$ cat src/rtl/bwl_pkg.sv
`timescale 1ns/1ps
package bwl_pkg;

  localparam int RIDX_W = 5;

  localparam logic [RIDX_W-1:0] REG_CTRL     = 5'd0;
  localparam logic [RIDX_W-1:0] REG_PATTERN  = 5'd1;
  localparam logic [RIDX_W-1:0] REG_MASK     = 5'd2;
  localparam logic [RIDX_W-1:0] REG_WIN_LO   = 5'd3;
  localparam logic [RIDX_W-1:0] REG_WIN_HI   = 5'd4;
  localparam logic [RIDX_W-1:0] REG_RING_BEG = 5'd5;
  localparam logic [RIDX_W-1:0] REG_RING_END = 5'd6;
  localparam logic [RIDX_W-1:0] REG_PTR      = 5'd7;
  localparam logic [RIDX_W-1:0] REG_CMD      = 5'd8;
  localparam logic [RIDX_W-1:0] REG_STATUS   = 5'd9;
  localparam logic [RIDX_W-1:0] REG_ENA_BASE = 5'd16;

  typedef enum logic [1:0] {
    SZ_BYTE = 2'd0,
    SZ_HALF = 2'd1,
    SZ_WORD = 2'd2,
    SZ_RSVD = 2'd3
  } bwl_size_e;

  // control to datapath strobes
  typedef struct packed {
    logic logReq;     // beat passed every filter
    logic reload;     // pointer reload command
    logic clearFull;  // flag clear command
  } bwl_strobe_t;

endpackage

$ cat src/rtl/bwl_ctrl.sv
`timescale 1ns/1ps
module bwl_ctrl
  import bwl_pkg::*;
#(
  parameter int ADDR_W = 32,
  parameter int DATA_W = 32,
  parameter int REG_W  = 32,
  parameter int N_PORT = 5,
  parameter int PORT_W = 3,
  parameter int SRC_W  = 3
) (
  input  logic                 clk,
  input  logic                 rstN,
  input  logic                 regWrEn,
  input  logic [RIDX_W-1:0]    regAddr,
  input  logic [REG_W-1:0]     regWdata,
  output logic [REG_W-1:0]     regRdata,
  input  logic                 busValid,
  input  logic                 busWrite,
  input  logic [PORT_W-1:0]    busPort,
  input  logic [SRC_W-1:0]     busSrc,
  input  logic [1:0]           busSize,
  input  logic [ADDR_W-1:0]    busAddr,
  input  logic [DATA_W-1:0]    busData,
  input  logic [ADDR_W-1:0]    curPtr,
  input  logic                 fullFlag,
  output bwl_strobe_t          strb,
  output logic                 loopEn,
  output logic [ADDR_W-1:0]    ringStart,
  output logic [ADDR_W-1:0]    ringEnd
);

  localparam int LANES = DATA_W / 8;
  localparam int SRC_N = 1 << SRC_W;

  logic [3:0]              modeReg;
  logic                    loopReg;
  logic [DATA_W-1:0]       patReg;
  logic [LANES-1:0]        maskReg;
  logic [ADDR_W-1:0]       winLo, winHi, ringBeg, ringFin;
  logic [SRC_N-1:0]        enaReg [N_PORT];

  // configuration registers
  always_ff @(posedge clk or negedge rstN) begin
    if (!rstN) begin
      modeReg <= '0;
      loopReg <= 1'b1;
      patReg  <= '0;
      maskReg <= '0;
      winLo   <= '0;
      winHi   <= '0;
      ringBeg <= '0;
      ringFin <= '0;
    end else if (regWrEn) begin
      case (regAddr)
        REG_CTRL:     begin modeReg <= regWdata[3:0]; loopReg <= regWdata[4]; end
        REG_PATTERN:  patReg  <= regWdata[DATA_W-1:0];
        REG_MASK:     maskReg <= regWdata[LANES-1:0];
        REG_WIN_LO:   winLo   <= regWdata[ADDR_W-1:0];
        REG_WIN_HI:   winHi   <= regWdata[ADDR_W-1:0];
        REG_RING_BEG: ringBeg <= regWdata[ADDR_W-1:0];
        REG_RING_END: ringFin <= regWdata[ADDR_W-1:0];
        default: ;
      endcase
    end
  end

  // per-port source enables
  for (genvar p = 0; p < N_PORT; p++) begin : gEna
    localparam logic [RIDX_W-1:0] IDX = REG_ENA_BASE + RIDX_W'(p);
    always_ff @(posedge clk or negedge rstN) begin
      if (!rstN)                          enaReg[p] <= '0;
      else if (regWrEn && regAddr == IDX) enaReg[p] <= regWdata[SRC_N-1:0];
    end
  end

  // filter: size
  logic sizeOk;
  always_comb begin
    case (bwl_size_e'(busSize))
      SZ_BYTE: sizeOk = modeReg[3];
      SZ_HALF: sizeOk = modeReg[2];
      SZ_WORD: sizeOk = modeReg[1];
      default: sizeOk = 1'b0;
    endcase
  end

  // filter: requester enable
  logic srcOk;
  always_comb begin
    srcOk = 1'b0;
    for (int p = 0; p < N_PORT; p++)
      if (busPort == PORT_W'(p)) srcOk = enaReg[p][busSrc];
  end

  // filter: masked data match per byte lane
  logic [LANES-1:0] laneOk;
  for (genvar b = 0; b < LANES; b++) begin : gLane
    assign laneOk[b] = maskReg[b] | (busData[8*b +: 8] == patReg[8*b +: 8]);
  end

  logic winOk;
  assign winOk = (busAddr >= winLo) && (busAddr <= winHi);

  logic cmdWr;
  assign cmdWr = regWrEn && (regAddr == REG_CMD);

  assign strb.logReq    = busValid & busWrite & modeReg[0] & sizeOk & srcOk & winOk & (&laneOk);
  assign strb.reload    = cmdWr & regWdata[0];
  assign strb.clearFull = cmdWr & regWdata[1];

  assign loopEn    = loopReg;
  assign ringStart = ringBeg;
  assign ringEnd   = ringFin;

  // readback
  always_comb begin
    regRdata = '0;
    case (regAddr)
      REG_CTRL:     regRdata = REG_W'({loopReg, modeReg});
      REG_PATTERN:  regRdata = REG_W'(patReg);
      REG_MASK:     regRdata = REG_W'(maskReg);
      REG_WIN_LO:   regRdata = REG_W'(winLo);
      REG_WIN_HI:   regRdata = REG_W'(winHi);
      REG_RING_BEG: regRdata = REG_W'(ringBeg);
      REG_RING_END: regRdata = REG_W'(ringFin);
      REG_PTR:      regRdata = REG_W'(curPtr);
      REG_STATUS:   regRdata = REG_W'(fullFlag);
      default: ;
    endcase
    for (int p = 0; p < N_PORT; p++)
      if (regAddr == REG_ENA_BASE + RIDX_W'(p)) regRdata = REG_W'(enaReg[p]);
  end

endmodule

$ cat src/rtl/bwl_datapath.sv
`timescale 1ns/1ps
module bwl_datapath
  import bwl_pkg::*;
#(
  parameter int ADDR_W = 32,
  parameter int DATA_W = 32
) (
  input  logic               clk,
  input  logic               rstN,
  input  bwl_strobe_t        strb,
  input  logic [ADDR_W-1:0]  busAddr,
  input  logic               loopEn,
  input  logic [ADDR_W-1:0]  ringStart,
  input  logic [ADDR_W-1:0]  ringEnd,
  output logic [ADDR_W-1:0]  curPtr,
  output logic               fullFlag,
  output logic               logValid,
  output logic [ADDR_W-1:0]  logAddr,
  output logic [ADDR_W-1:0]  logData
);

  localparam int REC_STEP = DATA_W / 8;

  logic [ADDR_W-1:0] ptrInc;
  logic              doLog, wrapNow;

  assign ptrInc  = curPtr + ADDR_W'(REC_STEP);
  assign doLog   = strb.logReq && !strb.reload && (loopEn || (curPtr != ringEnd));
  assign wrapNow = doLog && loopEn && (ptrInc == ringEnd);

  always_ff @(posedge clk or negedge rstN) begin
    if (!rstN) begin
      curPtr   <= '0;
      fullFlag <= 1'b0;
      logValid <= 1'b0;
      logAddr  <= '0;
      logData  <= '0;
    end else begin
      logValid <= doLog;
      if (doLog) begin
        logAddr <= curPtr;
        logData <= busAddr;
      end
      if (strb.reload)  curPtr <= ringStart;
      else if (wrapNow) curPtr <= ringStart;
      else if (doLog)   curPtr <= ptrInc;
      if (strb.clearFull) fullFlag <= 1'b0;
      else if (wrapNow)   fullFlag <= 1'b1;
    end
  end

endmodule

$ cat src/rtl/bus_write_logger.sv
`timescale 1ns/1ps
module bus_write_logger
  import bwl_pkg::*;
#(
  parameter int ADDR_W = 32,
  parameter int DATA_W = 32,
  parameter int REG_W  = 32,
  parameter int N_PORT = 5,
  parameter int PORT_W = 3,
  parameter int SRC_W  = 3
) (
  input  logic               clk,
  input  logic               rstN,
  input  logic               regWrEn,
  input  logic [RIDX_W-1:0]  regAddr,
  input  logic [REG_W-1:0]   regWdata,
  output logic [REG_W-1:0]   regRdata,
  input  logic               busValid,
  input  logic               busWrite,
  input  logic [PORT_W-1:0]  busPort,
  input  logic [SRC_W-1:0]   busSrc,
  input  logic [1:0]         busSize,
  input  logic [ADDR_W-1:0]  busAddr,
  input  logic [DATA_W-1:0]  busData,
  output logic               logValid,
  output logic [ADDR_W-1:0]  logAddr,
  output logic [ADDR_W-1:0]  logData
);

  bwl_strobe_t       strb;
  logic              loopEn, fullFlag;
  logic [ADDR_W-1:0] ringStart, ringEnd, curPtr;

  bwl_ctrl #(
    .ADDR_W(ADDR_W), .DATA_W(DATA_W), .REG_W(REG_W),
    .N_PORT(N_PORT), .PORT_W(PORT_W), .SRC_W(SRC_W)
  ) uCtrl (
    .clk(clk), .rstN(rstN),
    .regWrEn(regWrEn), .regAddr(regAddr), .regWdata(regWdata), .regRdata(regRdata),
    .busValid(busValid), .busWrite(busWrite), .busPort(busPort), .busSrc(busSrc),
    .busSize(busSize), .busAddr(busAddr), .busData(busData),
    .curPtr(curPtr), .fullFlag(fullFlag),
    .strb(strb), .loopEn(loopEn), .ringStart(ringStart), .ringEnd(ringEnd)
  );

  bwl_datapath #(.ADDR_W(ADDR_W), .DATA_W(DATA_W)) uDp (
    .clk(clk), .rstN(rstN), .strb(strb), .busAddr(busAddr),
    .loopEn(loopEn), .ringStart(ringStart), .ringEnd(ringEnd),
    .curPtr(curPtr), .fullFlag(fullFlag),
    .logValid(logValid), .logAddr(logAddr), .logData(logData)
  );

endmodule

$ cat config.mk
export PLATFORM = sky130hd
export DESIGN_NAME = bus_write_logger
export DESIGN_NICKNAME = d
export VERILOG_FILES = /design/src/rtl/bwl_pkg.sv /design/src/rtl/bwl_ctrl.sv /design/src/rtl/bwl_datapath.sv /design/src/rtl/bus_write_logger.sv
export SDC_FILE = /design/constraint.sdc
export NUM_CORES = 1
export LEC_CHECK = 0
export ABC_CLOCK_PERIOD_IN_PS = 3450
export CAP_MARGIN = 20
export CORE_AREA = 5 5 192 194
export DETAILED_ROUTE_END_ITERATION = 8
export DIE_AREA = 0 0 197 199
export DONT_BUFFER_PORTS = 1
export PLACE_DENSITY = 0.67
export REMOVE_ABC_BUFFERS = 1
export SLEW_MARGIN = 20
export SYNTH_ARGS = -nofsm -noshare
export SYNTH_HDL_FRONTEND = slang
export SYNTH_SLANG_ARGS = --single-unit
$ cat constraint.sdc
create_clock -name clk -period 3.45 [get_ports clk]
set_clock_uncertainty 0.1 [all_clocks]
set_input_delay 0 -clock clk [delete_from_list [all_inputs] [get_ports clk]]
set_output_delay 0 -clock clk [all_outputs]
set_load 0.005 [all_outputs]
==> out/metrics.cfg <==
[synthesis]
synth-async-reset-ratio_pct = 100
ys.warnings.count = 0
synthCells = 1675
synth_ff_type = dfrtp_1
synth_area_leaders = dfrtp_1, mux2_2, nand2_1
synth.avg_cell_area_sq_um = 10.2
ys_seq_area_share_pct = 44.8
yosysMostFrequentCell = dfrtp_1
synth_top_area_cell = dfrtp_1
ys_types = 68
synth.cell_area_sq_um = 17100
synth-seq-cells = 307
synthTopCellsByCount = dfrtp_1, nand2_1, mux2_2, a22oi_1, nand3_1
synth-edff-count = 0
synth_top_area_share_pct = 44.7

[die]
core_region_area_sq_um = 35100
initial_core_util_pct = 48.9
fp.dieArea_sq_um = 39200
die_x_um = 197
rows = 69
ioPinCount = 211
die_y_um = 199

[route]
drcViolationCount = 0
drt_iter0_drc = 1200
avgRoutedWirePerCell_um = 24.5
vias_per_cell = 6.11
wl_um = 58200
dr.pass1.iters = 7
antenna_left = 0
vias = 14500

[clocking]
cts_hold_buf = 73
cts_tree = yes
max-clock-path-buffers = 3
cts_sinks = 307
root_buffer = clkbuf_16
clock_latency_ns = 0.54
cts_buffers = 36
h-tree-depth = 2
path_clk_slew_ns = 0.06

[timing]
slew_violations = 0
fin_crit_sh_pct = 105
fin_crit_ns = 3.61
max_freq_mhz = 277
final_hold_viol_count = 307
rsz0062_at_grt = true
tightest_slew_ns = 1.06
relSlewSlack_pct = 28.9
setup_slack_ns = -0.157
hold_ws_ns = -0.939
finalSetupViolations = 32
fin_setup_tns_ns = -4.09

[power]
clock_power_share_pct = 35.6
peakVddDrop_v = 0.000378
leakagePower_nw = 9.89
netSwitchingFraction_pct = 29.4
power.switching_mw = 3.16
pwr-share-seq_pct = 43.2
power.density_nw_per_um2 = 497
combPwrFrac_pct = 21.2
fin_total_pwr_mw = 10.7
intPower_mw = 7.59

[worst_setup_path]
cp.depth = 9
path_cells = nand4_1 > or4_4 > o211a_1 > or3_4 > or4_4 > or4_4 > o31ai_4 > buf_6 > mux2_4
cp_max_fo = 5
path_delay_family = simple AND/OR/NAND/NOR gates
reg2reg_to = uDp.curPtr[1]
cpPeakStageDelay_ns = 0.49
worstSetupStartpointType = flip-flop
required_ns = 3.78
reg2reg_from = uDp.curPtr[16]
critPathArrivalTime_ns = 3.94
cp-startpoint = uDp.curPtr[16]
cp-end-kind = flip-flop
cp_slowest_cell = or4_4
r2r_setup_slack_ns = -0.16
crit_buf_inv = 1
critical_path_class = reg2reg
r2r.worst_path.cells = 9
cpMostUsedCell = or4_4
critPathCapture = uDp.curPtr[1]

[cells_and_area]
layout-drive-gt1-share_pct = 31.8
regArea_sq_um = 7690
area_delta_synth_final_pct = 26.2
fillers = 2879
final_net_count = 2066
multiInputGateArea_sq_um = 9350

[global_route]
grt_start_max_net_pins = 308
grt.total_usage_pct = 28.4
grt_pass1_wl_um = 87300
grt_overflow_total = 0
antenna_found_initial = 4
grt_pass1_vias = 14900

[placed_design]
hpwlAfterDp_um = 40600
place_congestion = 0.926
port_buffers = 0
dp_slack_ns = -0.482

[run_status]
violations = negative hold slack, negative setup slack
run_status = finished with violations

[worst_hold_path]
hold_class = in2async

[job]
drv_cap = 0

## placed cells by master (no fill, tap or decap), drive strengths merged, types with 6 or more instances in the layout
cell           n
a211oi         8
a21o           6
a21oi         28
a221oi         8
a222oi         6
a22oi         90
a31oi          7
and3           7
buf          198
clkbuf        53
clkinv         6
dfrtp        306
dlygate4sd3   73
ha            65
inv           82
mux2         214
mux2i          9
mux4          10
nand2        276
nand2b        10
nand3         81
nand4         28
nor2          33
nor2b          6
nor3          22
nor4          26
o211ai        35
o21ai         36
o31ai          6
or3           11
xnor2         43
xor2          53
## repair_timing
| action | 4_1_cts | 5_1_grt |
|---|---|---|
| endpoints found under the setup margin | 97 | 98 |
| buffers inserted | 9 | 12 |
| cloned | 0 | 10 |
| resized for setup | 33 | 137 |
| pin swaps | 13 | 95 |
| hold endpoints to repair | 575 | 307 |
## flip-flops by register name, indices dropped and copies added (netlist names), 32 cells and up
name / count
uDp.curPtr: 32
uCtrl.enaReg: 40
uCtrl.patReg: 32
uDp.logData: 32
uCtrl.winHi: 32
uDp.logAddr: 32
uCtrl.winLo: 32
uCtrl.ringStart: 32
uCtrl.ringEnd: 32
## power groups by stage
stage          registers (mW)  logic, mW  clock network, mW
2_1_floorplan            4.52       1.29                  0
3_3_place_gp             4.64       1.96                  0
3_5_place_dp             4.66       2.02                  0
4_1_cts                  4.60       2.18               3.88
5_1_grt                  4.69       2.49               4.03
6_report                 4.64       2.28               3.83
## how the worst min path moves through the flow
stage | endpoint | slack [ns]
floorplan | uCtrl.enaReg[0] | -0.40
global placement | uDp.logData[16] | -0.39
detailed placement | uDp.logData[16] | -0.39
CTS | uDp.logData[16] | -0.95
global route | uDp.logData[16] | -0.95
finish | uDp.logData[16] | -0.94
## metal layers
metal / GRT usage, % / wire (um)
met1: 36.9 / 23100
met3: 5.67 / 4420
met2: 48.1 / 28600
met5: 0 / 25
met4: 9.40 / 2010
## through the flow
step,hold WS [ns],utilization (%),cells,cell area [sq um]
after floorplan,-0.396,-,1571,16700
after global placement,-0.388,53.4,2206,18700
after detailed placement,-0.388,53.4,2206,18700
after CTS,-0.954,59.4,2350,20800
after global routing,-0.955,61.7,2373,21600
final,-0.939,61.7,2373,21600
## worst reg2reg max path, cell delays in order, from the launching register on
cell and delay, ns:
dfrtp_1 0.36, nand4_1 0.23, or4_4 0.49, o211a_1 0.23, or3_4 0.36, or4_4 0.48
or4_4 0.46, o31ai_4 0.29, buf_6 0.19, mux2_4 0.30
## cell type report
type,count,area share [%]
sequential,307,35.5
timing repair buffer,277,11.7
clock inverter,15,0.781
antenna,1,0.0116
clock buffer,47,4.64
inverter,79,1.37
tap,461,2.67
multi-input combinational,1186,43.2
## cells by family after synthesis
logic type | Yosys count | share of synthesized area, %
AO/OA/AOI/OAI | 261 | 10.9
multiplexers | 233 | 15.9
XOR/XNOR | 96 | 4.91
flip-flops | 307 | 44.8
buffers and inverters | 183 | 4.12
AND/OR/NAND/NOR | 530 | 14.6
adder cells (fa/ha/maj) | 65 | 4.75
No activity file was read; power rests on OpenSTA's default activity.
